`config.mk`:
```
export PLATFORM = sky130hd
export DESIGN_NAME = fib2_rng
export DESIGN_NICKNAME = d
export VERILOG_FILES = /design/src/rtl/fib2_rng.sv
export SDC_FILE = /design/constraint.sdc
export NUM_CORES = 1
export LEC_CHECK = 0
export BUFFER_PORTS_ARGS = -buffer_cell sky130_fd_sc_hd__buf_2
export CORE_MARGIN = 2
export CORE_UTILIZATION = 39
export DETAILED_ROUTE_END_ITERATION = 8
export PLACE_DENSITY_LB_ADDON = 0.12
export SETUP_SLACK_MARGIN = 0.5
export SLEW_MARGIN = 40
export SYNTH_ARGS = -nofsm -noshare
export SYNTH_HDL_FRONTEND = slang
export SYNTH_SLANG_ARGS = --single-unit
export TNS_END_PERCENT = 10
```
`constraint.sdc`:
```
create_clock -name clk -period 2.6 [get_ports clk]
set_clock_uncertainty 0.2 [all_clocks]
set_input_delay 0.39 -clock clk [delete_from_list [all_inputs] [get_ports clk]]
set_output_delay 0.39 -clock clk [all_outputs]
set_load 0.01 [all_outputs]
```
`src/rtl/fib2_rng.sv`:
```
module fib2_rng #(
  parameter int W1 = 16,
  parameter int W2 = 16,
  parameter logic [W1-1:0] DEF_LO = 1,
  parameter logic [W2-1:0] DEF_HI = 1,
  localparam int W = W1 + W2
) (
  input  logic         clk,
  input  logic         rst,
  input  logic         load,
  input  logic [W-1:0] seed,
  input  logic         run,
  output logic [W-1:0] word,
  output logic         valid
);

  function automatic logic [63:0] taps(input int n);
    case (n)
      3:  return 64'h6;
      4:  return 64'hC;
      5:  return 64'h14;
      6:  return 64'h30;
      7:  return 64'h60;
      8:  return 64'hB8;
      12: return 64'h829;
      16: return 64'hD008;
      24: return 64'hE10000;
      32: return 64'h80200003;
      64: return 64'hD800000000000000;
      default: return 64'h0;
    endcase
  endfunction

  localparam logic [63:0] T1 = taps(W1);
  localparam logic [63:0] T2 = taps(W2);
  localparam logic [W1-1:0] LAST = {{(W1-1){1'b1}}, 1'b0};

  logic [W1-1:0] lo;
  logic [W2-1:0] hi;
  logic [W1-1:0] cnt;
  logic          step, wrap;
  logic [W1-1:0] seed_lo;
  logic [W2-1:0] seed_hi;

  assign seed_lo = seed[W1-1:0];
  assign seed_hi = seed[W-1:W1];
  assign step    = run && !load;
  assign wrap    = (cnt == LAST);
  assign word    = {hi, lo};

  always_ff @(posedge clk) begin
    if (rst) begin
      lo    <= DEF_LO;
      hi    <= DEF_HI;
      cnt   <= '0;
      valid <= 1'b0;
    end else if (load) begin
      lo    <= (seed_lo == '0) ? DEF_LO : seed_lo;
      hi    <= (seed_hi == '0) ? DEF_HI : seed_hi;
      cnt   <= '0;
      valid <= 1'b0;
    end else begin
      valid <= step;
      if (step) begin
        lo <= {lo[W1-2:0], ^(lo & T1[W1-1:0])};
        if (wrap) begin
          cnt <= '0;
          hi  <= {hi[W2-2:0], ^(hi & T2[W2-1:0])};
        end else begin
          cnt <= cnt + 1'b1;
        end
      end
    end
  end

endmodule

```
* After elaboration in Yosys (flattened, before gate mapping) *
Index checks and enable logic that the tools add are counted.

word-level totals
  input port bits = 36
  register bits = 49
  output and inout port bits = 33
  logic and storage cells = 24

cells by class
  muxes and demuxes = 8
  equal/unequal tests = 1
  add/sub/neg operators = 1
  reduce and logical (&&, ||, !) cells = 10

operators by type and width
  cell                                            number
  2-to-1 mux 16 bit                               8
  logical NOT 16 bit                              2
  XOR reduction 16 bit                            2
  adder 16 x 1 -> 16 bit (second input constant)  1
  equality test 16 bit (second input constant)    1
  nonzero test 2 bit                              2
  AND reduction 2 bit                             1
  OR reduction 2 bit                              1
  logical AND 1 bit                               1
  logical NOT 1 bit                               1

* Longest topological paths before layout *
  depth in word-level cells = 4
  depth in mapped cells = 8
  gate-level depth less buffers = 6

* Worst setup path before layout *
OpenSTA, ideal clock, no wires.

  path kind = reg2reg
  from = register cnt[0]
  to = register hi[14]
  path buffers = 2
  stages on the path, launching flop included = 9
  library setup time = 142 ps
  arrival time = 1577 ps
  path slack = 681 ps
  cell sequence = dfxtp_1 -> inv_1 -> ha_1 -> nand4_1 -> or4_1 -> buf_2 -> buf_6 -> nand2_1 -> a311oi_1

on the way
  longest elaborated chain between the ends = 3

ends and longest elaborated chain
  element                        RTL line  text
  start, declared                40        logic [W1-1:0] cnt;
  start signal, assigned         70        cnt <= cnt + 1'b1;
  equality test 16 bit           48        assign wrap = (cnt == LAST);
  nonzero test 2 bit (no line)   -
  AND reduction 2 bit (no line)  -
  end signal, assigned           59        hi <= (seed_hi == '0) ? DEF_HI : seed_hi;
  end signal, assigned           68        hi <= {hi[W2-2:0], ^(hi & T2[W2-1:0])};
  end, declared                  39        logic [W2-1:0] hi;

Every way passes these cells.
A chain may end at the register's enable or synchronous reset.

* Worst setup path after layout *
  from = register cnt[1]
  to = register hi[4]

Same word-level chain as after synthesis.

==> results.cfg <==
[worst_setup_path]
worst_setup_path_start_kind = flop
cp_slowest_cell = or4_4
worstSetupEndpointType = flop
r2r_setup_slack_ns = 0.63
path_max_fanout = 16
critPathMaxStageDelay_ns = 0.55
critical_path_arrival_ns = 1.94
crit_buf_inv = 1
reg2reg_to = hi[4]$_SDFFE_PP0P_
r2r_start = cnt[1]$_SDFFE_PP0P_
cp.required_ns = 2.57
crit_type = reg -> reg
path_delay_family = simple AND/OR/NAND/NOR gates
worstPathCellList = ha_1 -> nand4_1 -> or4_4 -> buf_6 -> nand2_1 -> a311oi_1
reg2reg_depth = 6

[placement]
place_ws_ns = 0.513
port_buffers = 68
place_congestion = 0.804
post_dp_cell_area_um2 = 2760
place_hpwl_mm = 4.04

[cts]
cts_root_buf = clkbuf_8
ctsHtreeMaxLevel = 2
cts_sinks = 49
clock_latency_ns = 0.30
clockBufferDepth = 2
cts-buffers-inserted = 5
path_clk_slew_ns = 0.09
cts_tree = built

[synth]
synth_most_common_cell = nor2_1
synth_cell_type_count = 39
synthAdderAreaFrac_pct = 1.04
synth_simple_gate_area_share_pct = 27.2
synthXorXnorAreaFrac_pct = 5.85
synthTopCellsByCount = nor2_1 (59), dfxtp_1 (49), nand2_1 (36)
synth_compound_area_share_pct = 12.4
synth_seq_cells = 49
async_flop_share_pct = 0
synth_seq_area_share_pct = 40.9
synth_area_um2 = 2400
yosys_warnings = 0
synth_mux_area_share_pct = 7.10
synth_top_area_share_pct = 40.9
netlist_instances = 289
synth_top_family_by_area = simple AND/OR/NAND/NOR gates
avgSynthCellArea_um2 = 8.29
syn_nets = 327
synth.largest_area_cell = dfxtp_1
ys.flop_type = dfxtp_1
synth_area_leaders = dfxtp_1 (41%), nor2_1 (9.2%), mux2i_1 (7.1%)
synth_edf_count = 0

[global_route]
antenna_found_initial = 0
grt_overflow = 0
grtUsageTotal_pct = 17.2
grt_pass1_vias = 1924
grt_max_degree = 35
grt_pass1_wl_mm = 8.96

[floorplan]
die_h_um = 82.4
fp-row-count = 28
start_util_pct = 40.5
dieArea_um2 = 6790
fp.dieW_um = 82.4
core_area_um2 = 5920
pin_count = 69

[drt]
drc = 0
vias = 2205
drt_iter0_markers = 88
antenna_left = 0
vias_per_cell = 5.15
drt-total-wl_mm = 5.64
drt_pass1_iterations = 4
routedWlPerCell_um = 13.2

[timing]
worst_pin_slew_ns = 0.485
setup_ws_ns = 0.630
min_period_over_period_pct = 75.8
min_period_ns = 1.97
holdWs_ns = 0.126
setup_tns_ns = 0
max-slew-margin-rel_pct = 67.3
rsz0062_at_grt = false
slew_violations = 0
finalHoldViolCount = 0
finalSetupViolCount = 0
fmax_mhz = 508

[min_path]
hold_path_depth = 3
worstHoldPathType = in -> reg
hp-start = seed[11]
hold_end = lo[11]$_SDFFE_PP0P_

[power]
vdd_drop_max_mv = 0.286
power.density_nw_per_um2 = 524
power_leakage_nw = 1.22

[run]
drv_cap = 0

[layout]
stdcell_area_um2 = 2890
area_growth_pct = 20.4
n_antenna_cell = 0
layout-drive-gt1-share_pct = 26.1
nNetsFinal = 390

[outcome]
outcome = completed
final cells by class:
class	instances	area (um^2)
clock buffer	7	96.3
timing repair buffer	75	397
tap	75	93.8
fill	603	3040
sequential	49	981
multi-input combinational	217	1300
clock inverter	1	5.00
inverter	4	15.0
routing by layer:
metal / track usage, % / share of wire (%) / vias to the layer above
li1: - / - / 1135
met1: 22.7 / 47 / 1016
met2: 26.4 / 47 / 45
met3: 4.57 / 4.3 / 9
met4: 7.17 / 1.7 / 0
met5: 0 / 0 / -
worst max-delay path by stage:
stage | slack [ns] | cells past startpoint | start | end
5_1_grt | 0.50 | 5 | cnt[1]$_SDFFE_PP0P_ | cnt[14]$_SDFFE_PP0P_
3_3_place_gp | 0.53 | 5 | load | cnt[9]$_SDFFE_PP0P_
4_1_cts | 0.53 | 5 | cnt[4]$_SDFFE_PP0P_ | hi[4]$_SDFFE_PP0P_
3_5_place_dp | 0.51 | 5 | load | cnt[14]$_SDFFE_PP0P_
2_1_floorplan | 0.68 | 8 | cnt[0]$_SDFFE_PP0P_ | hi[14]$_SDFFE_PP0P_
6_report | 0.63 | 6 | cnt[1]$_SDFFE_PP0P_ | hi[4]$_SDFFE_PP0P_
worst register-to-register path, stage by stage, from the launching register on:
cell and delay, ns:
dfxtp_1 0.39, ha_1 0.17, nand4_1 0.18, or4_4 0.55, buf_6 0.18, nand2_1 0.08
a311oi_1 0.08
report_power, final:
part           internal (mW)  switching [mW]  total [mW]
Sequential             0.784          0.0282       0.813
Combinational         0.0936           0.113       0.207
Clock                  0.241           0.251       0.491
sequential cells by signal, indices dropped and copies added (netlist names):
signal / flops
hi: 16
lo: 16
valid: 1
cnt: 16
kinds of logic (layout without fill, tap and decap cells):
group / count (synthesis) / after routing
simple gates: 138 / 138
flops: 49 / 49
compound gates: 44 / 44
buf+inv: 23 / 87
mux: 17 / 17
xor+xnor: 16 / 16
fa+ha+maj: 2 / 2
cells in the final DEF, fill, tap and decap left out, types with 2 or more instances in the layout:
| cell type | synthesis | final |
|---|---|---|
| buf_4 | 0 | 6 |
| mux2i_1 | 17 | 17 |
| clkbuf_8 | 1 | 7 |
| nand4_1 | 4 | 4 |
| and2_1 | 2 | 2 |
| nor2_1 | 59 | 59 |
| ha_1 | 2 | 2 |
| nor4_1 | 8 | 8 |
| nand3_1 | 6 | 6 |
| dfxtp_1 | 49 | 49 |
| inv_1 | 4 | 4 |
| o21ai_0 | 3 | 3 |
| xor2_1 | 7 | 7 |
| nor3_1 | 6 | 6 |
| o31ai_1 | 2 | 2 |
| a21oi_1 | 20 | 20 |
| xnor2_1 | 9 | 9 |
| buf_2 | 3 | 68 |
| a311oi_1 | 15 | 15 |
| nand2_1 | 36 | 36 |
| nand3b_1 | 4 | 4 |
through the flow:
step | util, % | power [mW] | cells
after global routing | 48.7 | 1.58 | 428
final | 48.7 | 1.51 | 428
after detailed placement | 46.6 | 1.04 | 419
after CTS | 48.3 | 1.53 | 427
after global placement | 46.6 | 1.04 | 419
after floorplan | - | 0.951 | 289
timing repair:
item                                    4_1_cts  5_1_grt
setup buffers                                 0        1
gates resized for setup                       0        3
hold buffers                                  0        0
endpoints found under the setup margin        0       23
(Power assumes the default switching activity.)
